**src/rtl/mdm_chg_pkg.sv**
```systemverilog
package mdm_chg_pkg;

   typedef enum logic [2:0] {
      MODE_ASYNC   = 3'd0,
      MODE_IR_LOW  = 3'd1,
      MODE_IR_MID  = 3'd2,
      MODE_IR_HIGH = 3'd3,
      MODE_MDM8    = 3'd4,
      MODE_MDM16   = 3'd5,
      MODE_AUDIO   = 3'd6,
      MODE_SPARE   = 3'd7
   } op_mode_t;

   localparam int STAT_W      = 8;
   localparam int BIT_LEVEL   = 0;
   localparam int BIT_CHANGE  = 4;
   localparam int BIT_SYNC    = 7;
   localparam logic [STAT_W-1:0] FIXED_ONES = 8'h0C;
   localparam logic [STAT_W-1:0] FIXED_MASK = 8'h6E;

   // line indices inside the synchronizer bank
   localparam int LN_CTS  = 0;
   localparam int LN_EXT  = 1;
   localparam int LN_RTS  = 2;
   localparam int N_LINES = 3;

endpackage

```
**src/rtl/mdm_sync_bank.sv**
```systemverilog
module mdm_sync_bank #(
   parameter int WIDTH  = 3,
   parameter int STAGES = 2
) (
   input  logic             clk,
   input  logic             rst_n,
   input  logic [WIDTH-1:0] d_async,
   output logic [WIDTH-1:0] q_sync
);

   generate
      if (STAGES < 2) begin : g_bad_stages
         $error("mdm_sync_bank: STAGES must be at least 2");
      end
      if (WIDTH < 1) begin : g_bad_width
         $error("mdm_sync_bank: WIDTH must be at least 1");
      end
   endgenerate

   for (genvar b = 0; b < WIDTH; b++) begin : g_line
      logic [STAGES-1:0] chain_q;
      always_ff @(posedge clk or negedge rst_n) begin
         if (!rst_n) chain_q <= '0;
         else        chain_q <= {chain_q[STAGES-2:0], d_async[b]};
      end
      assign q_sync[b] = chain_q[STAGES-1];
   end

endmodule

```
**src/rtl/mdm_stable_filter.sv**
```systemverilog
module mdm_stable_filter #(
   parameter int MIN_STABLE = 4
) (
   input  logic clk,
   input  logic rst_n,
   input  logic lvl_i,
   output logic evt_o,
   output logic acc_o
);

   localparam int CNT_W = (MIN_STABLE > 1) ? $clog2(MIN_STABLE) : 1;

   generate
      if (MIN_STABLE < 1) begin : g_bad_min
         $error("mdm_stable_filter: MIN_STABLE must be at least 1");
      end
   endgenerate

   logic acc_q;
   logic differ;

   assign differ = (lvl_i != acc_q);

   generate
      if (MIN_STABLE == 1) begin : g_direct
         assign evt_o = differ;
      end else begin : g_count
         localparam logic [CNT_W-1:0] LAST = CNT_W'(MIN_STABLE - 1);
         logic [CNT_W-1:0] cnt_q;

         always_ff @(posedge clk or negedge rst_n) begin
            if (!rst_n)                     cnt_q <= '0;
            else if (!differ || cnt_q == LAST) cnt_q <= '0;
            else                            cnt_q <= cnt_q + 1'b1;
         end

         assign evt_o = differ && (cnt_q == LAST);


         cnt_range_chk: assert property (@(posedge clk) disable iff (!rst_n)
            cnt_q <= LAST);


         cnt_restart_chk: assert property (@(posedge clk) disable iff (!rst_n)
            !differ |=> cnt_q == '0);
      end
   endgenerate

   always_ff @(posedge clk or negedge rst_n) begin
      if (!rst_n)     acc_q <= 1'b0;
      else if (evt_o) acc_q <= lvl_i;
   end

   assign acc_o = acc_q;


   acc_follow_chk: assert property (@(posedge clk) disable iff (!rst_n)
      (acc_q != $past(acc_q)) |-> (acc_q == $past(lvl_i)));

endmodule

```
**src/rtl/mdm_delta_flag.sv**
```systemverilog
module mdm_delta_flag (
   input  logic clk,
   input  logic rst_n,
   input  logic evt_i,
   input  logic rd_stb_i,
   input  logic irq_en_i,
   output logic flag_o,
   output logic irq_o
);

   logic flag_q;
   logic flag_d;
   logic irq_q;

   // a completing change wins over a clearing read
   assign flag_d = evt_i | (flag_q & ~rd_stb_i);

   always_ff @(posedge clk or negedge rst_n) begin
      if (!rst_n) begin
         flag_q <= 1'b0;
         irq_q  <= 1'b0;
      end else begin
         flag_q <= flag_d;
         irq_q  <= flag_d & irq_en_i;
      end
   end

   assign flag_o = flag_q;
   assign irq_o  = irq_q;


   evt_set_chk: assert property (@(posedge clk) disable iff (!rst_n)
      evt_i |=> flag_q);


   sticky_chk: assert property (@(posedge clk) disable iff (!rst_n)
      (flag_q && !rd_stb_i) |=> flag_q);


   read_clear_chk: assert property (@(posedge clk) disable iff (!rst_n)
      (rd_stb_i && !evt_i) |=> !flag_q);


   read_collide_chk: assert property (@(posedge clk) disable iff (!rst_n)
      (rd_stb_i && evt_i) |=> flag_q);


   irq_needs_flag_chk: assert property (@(posedge clk) disable iff (!rst_n)
      irq_q |-> flag_q);


   irq_drop_chk: assert property (@(posedge clk) disable iff (!rst_n)
      (rd_stb_i && !evt_i) |=> !irq_q);


   irq_mask_chk: assert property (@(posedge clk) disable iff (!rst_n)
      !irq_en_i |=> !irq_q);

endmodule

```
**src/rtl/mdm_chg_detect.sv**
```systemverilog
module mdm_chg_detect
   import mdm_chg_pkg::*;
#(
   parameter int SYNC_STAGES = 2,
   parameter int MIN_STABLE  = 4
) (
   input  logic       clk,
   input  logic       rst_n,
   input  logic       cts_async,
   input  logic       ext_clk,
   input  logic       rts,
   input  logic [2:0] mode,
   input  logic       rd_stb,
   input  logic       irq_en,
   output logic [7:0] rd_data,
   output logic       irq
);

   logic [N_LINES-1:0] raw_lines;
   logic [N_LINES-1:0] sync_lines;
   logic               cts_s;
   logic               chg_evt;
   logic               acc_lvl;
   logic               chg_flag;
   logic               sync_bit;
   op_mode_t           mode_e;

   assign raw_lines[LN_CTS] = cts_async;
   assign raw_lines[LN_EXT] = ext_clk;
   assign raw_lines[LN_RTS] = rts;

   mdm_sync_bank #(
      .WIDTH  (N_LINES),
      .STAGES (SYNC_STAGES)
   ) u_sync (
      .clk     (clk),
      .rst_n   (rst_n),
      .d_async (raw_lines),
      .q_sync  (sync_lines)
   );

   assign cts_s = sync_lines[LN_CTS];

   mdm_stable_filter #(
      .MIN_STABLE (MIN_STABLE)
   ) u_filter (
      .clk   (clk),
      .rst_n (rst_n),
      .lvl_i (cts_s),
      .evt_o (chg_evt),
      .acc_o (acc_lvl)
   );

   mdm_delta_flag u_flag (
      .clk      (clk),
      .rst_n    (rst_n),
      .evt_i    (chg_evt),
      .rd_stb_i (rd_stb),
      .irq_en_i (irq_en),
      .flag_o   (chg_flag),
      .irq_o    (irq)
   );

   assign mode_e = op_mode_t'(mode);

   always_comb begin
      unique case (mode_e)
         MODE_MDM8, MODE_MDM16: sync_bit = sync_lines[LN_EXT];
         MODE_AUDIO:            sync_bit = sync_lines[LN_RTS];
         default:               sync_bit = 1'b0;
      endcase
   end

   always_comb begin
      rd_data             = FIXED_ONES;
      rd_data[BIT_LEVEL]  = cts_s;
      rd_data[BIT_CHANGE] = chg_flag;
      rd_data[BIT_SYNC]   = sync_bit;
   end


   fixed_bits_chk: assert property (@(posedge clk) disable iff (!rst_n)
      (rd_data & FIXED_MASK) == FIXED_ONES);


   sync_quiet_chk: assert property (@(posedge clk) disable iff (!rst_n)
      (mode_e != MODE_MDM8 && mode_e != MODE_MDM16 && mode_e != MODE_AUDIO)
      |-> !rd_data[BIT_SYNC]);


   flag_after_accept_chk: assert property (@(posedge clk) disable iff (!rst_n)
      (acc_lvl != $past(acc_lvl)) |-> rd_data[BIT_CHANGE]);

endmodule

```
**config.mk**
```make
export PLATFORM = sky130hd
export DESIGN_NAME = mdm_chg_detect
export DESIGN_NICKNAME = d
export VERILOG_FILES = /design/src/rtl/mdm_chg_pkg.sv /design/src/rtl/mdm_sync_bank.sv /design/src/rtl/mdm_stable_filter.sv /design/src/rtl/mdm_delta_flag.sv /design/src/rtl/mdm_chg_detect.sv
export SDC_FILE = /design/constraint.sdc
export NUM_CORES = 1
export LEC_CHECK = 0
export BUFFER_PORTS_ARGS = -buffer_cell sky130_fd_sc_hd__buf_4
export CAP_MARGIN = 40
export CORE_AREA = 2 2 39 41
export CTS_BUF_LIST = sky130_fd_sc_hd__clkbuf_2
export DETAILED_ROUTE_END_ITERATION = 10
export DIE_AREA = 0 0 41 43
export PLACE_DENSITY_LB_ADDON = 0.12
export SLEW_MARGIN = 10
export SYNTH_ARGS = -nofsm -noshare
export SYNTH_HDL_FRONTEND = slang
export SYNTH_SLANG_ARGS = --single-unit
export TNS_END_PERCENT = 30
```
**constraint.sdc**
```tcl
create_clock -name clk -period 0.9 [get_ports clk]
set_input_delay 0.18 -clock clk [delete_from_list [all_inputs] [get_ports clk]]
set_output_delay 0.18 -clock clk [all_outputs]
set_load 0.02 [all_outputs]
```
# ---- Word level (Yosys, flattened, before mapping)
# Index checks and enable logic that the tools add are counted.
# Widths: inputs -> output; s select.
dict set report op_classes {
  n_addsub 1
  n_eq_ne 5
  n_mux 2
  bitwise_logic 4
  reduce_logical 4
}
# cell n
set op_table {}
lappend op_table {{$eq 3x3->1 const B} 3}
lappend op_table {{$add 2x1->2 const B} 1}
lappend op_table {{$and 1x1->1} 2}
lappend op_table {{$eq 2x2->1 const B} 1}
lappend op_table {{$mux 2} 1}
lappend op_table {{$pmux 1 s2} 1}
lappend op_table {{$reduce_or 2->1} 1}
lappend op_table {{$logic_and 1x1->1} 1}
lappend op_table {{$logic_not 1->1} 1}
lappend op_table {{$logic_or 1x1->1} 1}
lappend op_table {{$ne 1x1->1} 1}
lappend op_table {{$not 1->1} 1}
lappend op_table {{$or 1x1->1} 1}
dict set report totals {
  ff_bits 11
  in_bits 10
  output_inout_bits 9
  word_cells 23
}

# ---- Logic depth before layout (Yosys ltp)
# Gate-level depths: netlist of run 1.
dict set report logic_depth {
  word_depth 4
  mapped_depth 3
  ltp_nobuf 3
}

# ---- Modules after synthesis
# From an unflattened synthesis of run 1, not the netlist that was laid out.
dict set report unflattened {
  cells_unflattened 35
  hier_area_um2 461.7
}
# mod n_inst cells_each area_per_inst_um2 seq_area_each_um2
set modules_own_cells {}
lappend modules_own_cells {mdm_sync_bank 1 9 172.7 150.1}
lappend modules_own_cells {mdm_stable_filter 1 9 131.4 75.1}
lappend modules_own_cells {mdm_chg_detect 1 12 80.1 0.0}
lappend modules_own_cells {mdm_delta_flag 1 5 77.6 50.0}

# ---- Worst setup path before layout of run 1
# OpenSTA, ideal clock, no wires.
dict set report synth_path {
  path_kind {register to register}
  from {register u_filter.g_count.cnt_q[0]}
  to {register u_filter.acc_q, in the netlist u_filter.acc_o}
  setup_time_ns 0.125
  arrival_time_ns 0.873
  t_required_ns 0.775
  setup_slack_ns -0.097
  path_stages_with_launch 3
  path_buffers 0
  synth_period_minus_slack_ns 0.997
  path_cell_list {dfrtp_1 -> ha_1 -> mux2_2}
}
dict set report synth_via {
  elab_chain_cells 2
}
# item line
set synth_lines {}
lappend synth_lines {{start, declared} mdm_stable_filter.sv:29} ;# logic [CNT_W-1:0] cnt_q;
lappend synth_lines {{start signal, assigned} mdm_stable_filter.sv:34} ;# else cnt_q <= cnt_q + 1'b1;
lappend synth_lines {{$eq 2x2->1} mdm_stable_filter.sv:37} ;# assign evt_o = differ && (cnt_q == LAST);
lappend synth_lines {{$logic_and 1x1->1} mdm_stable_filter.sv:37}
lappend synth_lines {{end signal, assigned} mdm_stable_filter.sv:51} ;# else if (evt_o) acc_q <= lvl_i;
lappend synth_lines {{end, declared} mdm_stable_filter.sv:19} ;# logic acc_q;
# No other way between the ends.
# A chain may end at the register's enable or synchronous reset.

# ---- Worst setup path after layout of run 1
dict set report layout_path {
  from {register u_sync.g_line[2].chain_q[1]}
  to {output rd_data[7]}
}
dict set report layout_via {
  elab_chain_cells 1
}
# item line
set layout_lines {}
lappend layout_lines {{start, declared} mdm_sync_bank.sv:21} ;# logic [STAGES-1:0] chain_q;
lappend layout_lines {{start signal, assigned} mdm_sync_bank.sv:24} ;# else chain_q <= {chain_q[STAGES-2:0], d_async[b]};
lappend layout_lines {{$pmux 1 s2} mdm_chg_detect.sv:67} ;# unique case (mode_e)
lappend layout_lines {{end, declared} mdm_chg_detect.sv:15} ;# output logic [7:0] rd_data,
# No other way between the ends.

==> results of run 1 <==
power by group through the flow:
stage	clock network [mW]	registers, mW	logic (mW)
6_report	0.265	0.666	0.408
5_1_grt	0.310	0.675	0.447
4_1_cts	0.285	0.666	0.413
3_5_place_dp	0	0.651	0.319
3_3_place_gp	0	0.646	0.293
2_1_floorplan	0	0.649	0.223
flip-flops by register name, summed over array words and instances (netlist names):
signal and count:
u_sync.g_line.chain_q 6, u_flag.irq_o 1, u_flag.flag_o 1, u_filter.g_count.cnt_q 2
u_filter.acc_o 1
timing repair:
action,4_1_cts,5_1_grt
hold buffers,3,1
endpoints found under the hold margin,13,1
pin swaps,1,0
setup endpoints to repair,9,9
gates cloned,0,0
gates resized for setup,9,0
setup buffers,1,0
kinds of logic (layout without fill, tap and decap cells):
logic type                 count (synthesis)  in the layout
and+or+nand+nor                            6              6
adders and majority gates                  1              1
DFF                                       11             11
AOI/OAI and AO/OA                          3              3
muxes                                      1              1
xor gates and xnor gates                   1              1
buffers and inverters                     10             26
other                                      2              5
worst max-delay path: stages, from the launching register on:
cell and delay (ns):
dfrtp_1 0.34, nand3b_1 0.07, a21boi_1 0.13, buf_4 0.15
placed cells by master (no fill, tap or decap), drive strengths merged, types with 2 or more instances in the layout:
cell / synthesis / routed
nand3b: 2 / 2
clkbuf: 0 / 3
buf: 8 / 16
dlygate4sd3: 0 / 4
conb: 2 / 5
dfrtp: 11 / 11
inv: 2 / 2
metal layers:
| layer | GRT usage (%) | wire length (microns) | up-vias |
|---|---|---|---|
| li1 | - | - | 136 |
| met1 | 9.86 | 253 | 132 |
| met2 | 13.8 | 353 | 9 |
| met3 | 3.14 | 45 | 0 |
| met4 | 8.00 | 0 | 0 |
| met5 | 0 | 0 | - |
worst min path at each step:
stage	startpoint	endpoint	slack, ns
4_1_cts	cts_async	u_sync.g_line[0].chain_q[0]	0.0003
2_1_floorplan	rst_n	u_filter.acc_o	-0.12
3_3_place_gp	rst_n	u_filter.g_count.cnt_q[1]	0.02
6_report	rd_stb	u_flag.flag_o	0.10
3_5_place_dp	rst_n	u_filter.g_count.cnt_q[0]	0.02
5_1_grt	rd_stb	u_flag.flag_o	0.08
through the flow:
stage          TNS (ns)  utilization [%]
2_1_floorplan   -0.0480                -
3_3_place_gp     -0.118             38.7
3_5_place_dp     -0.259             38.7
4_1_cts          -0.922             45.7
5_1_grt           -1.34             46.4
6_report         -0.781             46.4
final cells by class:
| type | count | area, sq um | area share, % |
|---|---|---|---|
| Clock inverter | 1 | 5.00 | 0.780 |
| Tap cell | 16 | 20.0 | 3.12 |
| Multi-Input combinational cell | 17 | 144 | 22.4 |
| Clock buffer | 3 | 15.0 | 2.34 |
| Inverter | 2 | 7.51 | 1.17 |
| Timing Repair Buffer | 20 | 175 | 27.3 |
| Sequential cell | 11 | 275 | 42.9 |
==> flow_summary.yaml, run 1 <==
run_status:
  outcome: "finished, violations left"
  violations: "negative setup slack"
floorplanning:
  dieArea_sq_um: 1760
  ios: 19
  rows: 14
  fp.coreArea_sq_um: 1380
  die_x_microns: 41
  start_util_pct: 31.7
  die_height_microns: 43
global_routing:
  first_global_vias: 281
  grt_overflow: 0
  grt_max_degree: 12
  grt_util_all_layers_pct: 9.30
  antenna_found_initial: 0
  grt_pass1_wl_microns: 1040
yosys:
  yosysMostFrequentCell: "dfrtp_1"
  synth_simple_gate_area_share_pct: 8.55
  synth-xor-area-share_pct: 1.99
  ys_ff_latch: 11
  synth_mux_area_share_pct: 2.56
  synth-async-reset-ratio_pct: 100
  synth_area_leaders: "dfrtp_1, buf_4, nand3b_1"
  yosysTopAreaCellShare_pct: 62.7
  synth_fa_ha_area_share_pct: 2.85
  synth_cells: 35
  synth_enable_flop_cells: 0
  ys.flop_type: "dfrtp_1"
  syn_area_sq_um: 439
  seq_area_frac_synth_pct: 62.7
  netlist-cell-type-count: 15
  ys_top_cells_by_count: "dfrtp_1, buf_4, conb_1, inv_1, nand3b_1"
  synth_compound_area_share_pct: 4.27
  syn_avg_cell_area_sq_um: 12.5
  yosys_warnings: 0
  yosys.area.top_type: "dfrtp_1"
  synth_top_family_by_area: "buffers and inverters"
power_and_ir_drop:
  p_comb_share_pct: 30.5
  leakage_nw: 0.307
  clockPowerShare_pct: 19.8
  p_sw_mw: 0.407
  power_frac_seq_pct: 49.8
  pwr_density_cell_nw_per_um2: 2090
  total_power_mw: 1.34
  internal_power_mw: 0.932
  swShare_pct: 30.4
  irDropWorstVdd_mv: 1.06
setup_path:
  critPathKind: "flop to output port"
  startpoint_type: "flop"
  end_kind: "output port"
  crit_end: "rd_data[7]"
  cp_max_fo: 1
  r2r_start: "u_filter.g_count.cnt_q[0]"
  arrival_ns: 0.94
  rr_worst_depth: 2
  r2r_end: "u_filter.acc_o"
  cp-startpoint: "u_sync.g_line[2].chain_q[1]"
  required_ns: 0.72
  ff2ff_setup_slack_ns: -0.09
clock_tree:
  cts_buffers: 3
  htreeDepth: 1
  clk_path_buf_depth: 2
  cts_tree: "done"
  insertion_delay_ns: 0.25
  clockRootBuffer: "clkbuf_2"
  cts_sinks: 11
  clk_pin_slew_ns: 0.11
detailed_routing:
  drc_errors: 0
  first_pass_iters: 1
  detail_route.vias_per_cell: 3.96
  drt-total-wl_microns: 651
  drt-initial-drc-count: 0
  wire_per_inst_microns: 9.30
  dr_total_vias: 277
  drtAntennaViolNets: 0
finish:
  diodes: 0
  fillers: 127
  stdcell_area_sq_um: 642
  final_nets: 66
  drive_above_1_share_pct: 44.4
  fin_cells: 70
  area_growth_syn_to_layout_pct: 46.2
timing:
  timing.final.hold_violations: 0
  finalClockSkew_ns: 0.00271
  rsz0062_at_grt: "true"
  fin_crit_ns: 1.12
  setup_slack_ns: -0.221
  clock.fmax_mhz: 892
  finalCritPeriodShare_pct: 125
  timing.hold.ws_ns: 0.102
  setup_violations: 9
  drv_slew: 0
placement:
  port_buffers: 13
  place_ws_ns: -0.0709
  hpwl_microns: 494
  gp_congestion: 0.685
  dp_cells: 61
  place_area_sq_um: 536
job:
  cap_violations: 0
min_path:
  min_path_cells: 2
  min_path_type: "primary input to flop"
Power figures use the tool's default switching activity.
==> run 2, diff against run 1 <==
--- a/config.mk
+++ b/config.mk
@@ -5,6 +5,7 @@
 export SDC_FILE = /design/constraint.sdc
 export NUM_CORES = 1
 export LEC_CHECK = 0
+export ABC_AREA = 1
 export BUFFER_PORTS_ARGS = -buffer_cell sky130_fd_sc_hd__buf_4
 export CAP_MARGIN = 40
 export CORE_AREA = 2 2 39 41
==> flow_summary.yaml, run 2 <==
finish:
  top_register: "u_sync.g_line.chain_q"
  area_growth_syn_to_layout_pct: 29.2
  fin_util_pct: 42.4
  top_regs: "u_sync.g_line.chain_q (6), u_filter.g_count.cnt_q (2)"
  largest_register_ff_count: 6
  final_nets: 69
  drive_above_1_share_pct: 36.8
  diodes: 0
  mostFrequentLayoutCell: "dfrtp_1"
  layout_common_cells: "dfrtp_1, buf_4, inv_1"
  stdcell_area_sq_um: 587
timing:
  timing.final.hold_violations: 0
  setup_violations: 6
  finalCritPeriodShare_pct: 130
  rsz0062_at_grt: "true"
  fin_crit_ns: 1.17
  finalClockSkew_ns: 0.00765
  drv_slew: 0
  setup_slack_ns: -0.271
  final.setup.tns_ns: -0.548
  clock.fmax_mhz: 854
setup_path:
  worst-path-buf-inv: 2
  crit_family: "flip-flops"
  arrival_ns: 0.99
  cpMaxStageDelayCell: "dfrtp_1"
  required_ns: 0.72
  critPathKind: "flop to output port"
  cp_max_fo: 1
  cpPeakStageDelay_ns: 0.33
  end_kind: "output port"
  worstPathCellList: "inv_1 > o21ai_1 > nand2_1 > nor2_1 > buf_4"
  startpoint_type: "flop"
global_routing:
  grt_util_all_layers_pct: 9.28
  first_global_vias: 258
  grt_pass1_wl_microns: 993
  grt_overflow: 0
  grt_max_degree: 12
  antenna_found_initial: 0
detailed_routing:
  drtAntennaViolNets: 0
  highest_layer: "met4"
  first_pass_iters: 3
  wl_met1_microns: 243
  detail_route.vias_per_cell: 3.90
  drt-total-wl_microns: 630
  drc_errors: 0
  dr_total_vias: 285
  met2WireLength_microns: 316
  wl_met3_microns: 61
  wire_per_inst_microns: 8.63
  drt-initial-drc-count: 5
clock_tree:
  cts_tree: "done"
  post_cts_buffers: 0
  cts_buffers: 3
  clk_pin_slew_ns: 0.10
  cts_sinks: 11
  htreeDepth: 1
  clockRootBuffer: "clkbuf_2"
  clk_path_buf_depth: 2
  insertion_delay_ns: 0.25
power_and_ir_drop:
  total_power_mw: 1.24
  pwr_density_cell_nw_per_um2: 2110
  leakage_nw: 0.313
  irDropWorstVdd_mv: 0.872
yosys:
  synth-async-reset-ratio_pct: 100
  synth_area_leaders: "dfrtp_1, buf_4, inv_1"
  synth_enable_flop_cells: 0
  synth_simple_gate_area_share_pct: 12.7
  synth_mux_area_share_pct: 0
  synth-xor-area-share_pct: 0
  synth_cells: 43
  yosys_warnings: 0
  yosys.area.top_type: "dfrtp_1"
  synth_fa_ha_area_share_pct: 2.75
  netlist-cell-type-count: 12
  synth_top_family_by_area: "buffers and inverters"
  ys.flop_type: "dfrtp_1"
  ys_top_cells_by_count: "dfrtp_1, buf_4, inv_1"
  seq_area_frac_synth_pct: 60.6
  ys_ff_latch: 11
  syn_area_sq_um: 454
  syn_avg_cell_area_sq_um: 10.6
  yosysTopAreaCellShare_pct: 60.6
  synth_compound_area_share_pct: 4.13
  yosysMostFrequentCell: "dfrtp_1"
floorplanning:
  ios: 19
  dieArea_sq_um: 1760
  die_height_microns: 43
  die_x_microns: 41
  start_util_pct: 32.8
  fp.coreArea_sq_um: 1380
  rows: 14
placement:
  gp_congestion: 0.736
  port_buffers: 13
  place_area_sq_um: 526
job:
  cap_violations: 0
run_status:
  violations: "negative setup slack"
  outcome: "finished, violations left"
min_path:
  min_path_type: "primary input to flop"
-- run 2: layer usage --
layer | GRT usage [%] | up-vias
met5 | 0 | -
met1 | 9.80 | 127
met2 | 12.8 | 14
met3 | 4.71 | 2
met4 | 8.00 | 0
li1 | - | 142
-- run 2: worst paths after layout --
check | endpoint | cells after the start | from | slack [ns]
max | rd_data[7] | 5 | u_sync.g_line[2].chain_q[1] | -0.27
min in group asynchronous | u_filter.g_count.cnt_q[1] | 2 | rst_n | 0.27
min | u_sync.g_line[2].chain_q[0] | 1 | rts | 0.04
min reg2reg | u_sync.g_line[1].chain_q[1] | 0 | u_sync.g_line[1].chain_q[0] | 0.36
max in group asynchronous | u_sync.g_line[2].chain_q[1] | 2 | rst_n | 0.48
max reg2reg | u_filter.g_count.cnt_q[0] | 3 | u_filter.g_count.cnt_q[0] | -0.04
-- run 2: repair_timing --
item / in CTS / in global routing
pin swaps: 1 / 1
setup endpoints to repair: 6 / 6
resized for setup: 5 / 0
hold endpoints to repair: 11 / 1
hold buffers: 1 / 1
-- run 2: where the power goes --
part	total (mW)	leakage [nW]	internal, mW	switching [mW]
Clock	0.276	0.0166	0.118	0.158
Combinational	0.323	0.161	0.154	0.169
Sequential	0.639	0.136	0.582	0.0567
-- run 2: stage by stage --
stage | worst slack (ns) | hold slack (ns) | instances
finish | -0.271 | 0.0357 | 73
detailed placement | -0.0309 | 0.0218 | 67
global route | -0.411 | 0.000298 | 73
floorplan | -0.00000400 | -0.116 | 46
global placement | -0.0201 | 0.0226 | 67
CTS | -0.300 | 0.0148 | 72
-- run 2: cells by family (layout without fill, tap and decap cells) --
kind of cell               Yosys count  count (layout)
AOI/OAI and AO/OA                    3               3
adders and majority gates            1               1
buffers and inverters               14              25
DFF                                 11              11
other                                2               5
and+or+nand+nor                     12              12
-- run 2: worst reg2reg max path, stage by stage (launching register included) --
cell and delay, ns:
dfrtp_1 0.42, ha_4 0.18, nand3b_1 0.17, nor2_1 0.11
-- run 2: cell type report --
type / instances / area, sq um
Clock buffer: 4 / 20.0
Fill cell: 137 / 797
Inverter: 6 / 22.5
Multi-Input combinational cell: 21 / 120
Sequential cell: 11 / 275
Tap cell: 16 / 20.0
Timing Repair Buffer: 15 / 129
==> run 3, diff against run 2 <==
--- a/config.mk
+++ b/config.mk
@@ -12,6 +12,7 @@
 export CTS_BUF_LIST = sky130_fd_sc_hd__clkbuf_2
 export DETAILED_ROUTE_END_ITERATION = 10
 export DIE_AREA = 0 0 41 43
+export GPL_TIMING_DRIVEN = 0
 export PLACE_DENSITY_LB_ADDON = 0.12
 export SLEW_MARGIN = 10
 export SYNTH_ARGS = -nofsm -noshare
==> flow_summary.yaml, run 3 (synthesized netlist as in run 2, its figures left out) <==
detailed_routing:
  drtAntennaViolNets: 0
  drt-total-wl_microns: 635
  wire_per_inst_microns: 8.04
  drc_errors: 0
  detail_route.vias_per_cell: 3.76
  drt-initial-drc-count: 3
  dr_total_vias: 297
  first_pass_iters: 2
power_and_ir_drop:
  total_power_mw: 1.29
  irDropWorstVdd_mv: 1.07
  power_frac_seq_pct: 49.6
  p_comb_share_pct: 28.6
  clockPowerShare_pct: 21.8
  p_sw_mw: 0.400
  leakage_nw: 0.346
  pwr_density_cell_nw_per_um2: 2010
  swShare_pct: 30.9
  internal_power_mw: 0.893
floorplanning:
  die_x_microns: 41
  start_util_pct: 32.8
  ios: 19
  fp.coreArea_sq_um: 1380
  die_height_microns: 43
  dieArea_sq_um: 1760
  rows: 14
finish:
  layout_common_cells: "buf_4, dfrtp_1, inv_1, buf_6"
  mostFrequentLayoutCell: "buf_4"
  stdcell_area_sq_um: 643
  fin_cells: 79
  fillers: 140
  area_growth_syn_to_layout_pct: 41.6
  final_nets: 75
  diodes: 0
  top_register: "u_sync.g_line.chain_q"
  top_regs: "u_sync.g_line.chain_q (6), u_filter.g_count.cnt_q (2)"
  largest_register_ff_count: 6
  drive_above_1_share_pct: 46.0
setup_path:
  end_kind: "output port"
  critPathKind: "flop to output port"
  arrival_ns: 1.01
  worstPathCellList: "inv_1 > o21ai_1 > nand2_1 > nor2_2 > buf_6"
  required_ns: 0.72
  cpPeakStageDelay_ns: 0.34
  cp_max_fo: 1
  cpMaxStageDelayCell: "dfrtp_1"
  startpoint_type: "flop"
run_status:
  outcome: "finished, violations left"
  violations: "negative setup slack"
global_routing:
  antenna_found_initial: 0
  grt_util_all_layers_pct: 7.90
  grt_overflow: 0
  grt_max_degree: 12
  first_global_vias: 230
  grt_pass1_wl_microns: 855
timing:
  rsz0062_at_grt: "true"
  final.setup.tns_ns: -0.814
  timing.final.hold_violations: 0
  fin_crit_ns: 1.19
  finalCritPeriodShare_pct: 132
  setup_slack_ns: -0.286
  clock.fmax_mhz: 843
  setup_violations: 6
  finalClockSkew_ns: 0.00232
  drv_slew: 0
placement:
  dp_cells: 75
  gp_congestion: 0.610
  hpwl_microns: 444
  port_buffers: 13
  place_ws_ns: -0.117
  place_area_sq_um: 586
min_path:
  min_path_type: "primary input to flop"
clock_tree:
  clk_pin_slew_ns: 0.10
  cts_sinks: 11
  htreeDepth: 1
  clockRootBuffer: "clkbuf_2"
  post_cts_buffers: 0
  cts_buffers: 3
  cts_tree: "done"
  insertion_delay_ns: 0.26
  clk_path_buf_depth: 2
job:
  cap_violations: 0
-- run 3: final timing paths --
kind | startpoint | to | slack [ns] | cells past startpoint
worst max-delay path | u_sync.g_line[2].chain_q[1] | rd_data[7] | -0.29 | 5
worst min register to register | u_sync.g_line[2].chain_q[0] | u_sync.g_line[2].chain_q[1] | 0.36 | 0
max in group asynchronous | rst_n | u_sync.g_line[1].chain_q[0] | 0.50 | 2
worst max register to register | u_filter.g_count.cnt_q[0] | u_filter.g_count.cnt_q[1] | -0.05 | 3
min in group asynchronous | rst_n | u_filter.g_count.cnt_q[0] | 0.26 | 2
worst min-delay path | cts_async | u_sync.g_line[0].chain_q[0] | 0.02 | 1
-- run 3: critical path, delay by kind of cell (launching register included) --
| kind | cells | cell delay (ns) |
|---|---|---|
| buffers and inverters | 2 | 0.15 |
| DFF | 1 | 0.34 |
| AOI/OAI and AO/OA | 1 | 0.10 |
| and+or+nand+nor | 2 | 0.16 |
-- run 3: area by class of cell --
type                            count  area, sq um  area share [%]
Sequential cell                    11          275            42.8
Multi-Input combinational cell     21          123            19.1
Timing Repair Buffer               14          123            19.1
Inverter                            6         22.5            3.50
Clock buffer                        4         20.0            3.11
Buffer                              7         60.1            9.34
Tap cell                           16         20.0            3.11
-- run 3: what timing repair did --
| action | CTS | global route |
|---|---|---|
| pin swaps | 3 | 2 |
| hold buffers | 1 | 0 |
| setup endpoints to repair | 6 | 7 |
| hold endpoints to repair | 11 | 0 |
| gates resized for setup | 8 | 1 |
| gates cloned | 0 | 0 |
-- run 3: power by group through the flow --
stage	Sequential, mW	Combinational (mW)	Clock, mW
final	0.642	0.369	0.282
after global routing	0.650	0.416	0.306
after CTS	0.625	0.359	0.290
after detailed placement	0.631	0.331	0
after global placement	0.631	0.329	0
after floorplan	0.631	0.227	0
-- run 3: metal layers --
layer / part of all wire (%) / vias to the layer above / track usage [%]
li1: - / 154 / -
met5: 0 / - / 0
met3: 10 / 2 / 1.57
met2: 44 / 14 / 10.3
met4: 0.63 / 0 / 10.0
met1: 45 / 127 / 8.97
-- run 3: through the flow --
step | util (%) | hold slack [ns]
global placement | 42.3 | 0.0208
global route | 46.5 | 0.00825
floorplan | - | -0.116
detailed placement | 42.3 | 0.0187
CTS | 45.8 | 0.0139
finish | 46.5 | 0.0210
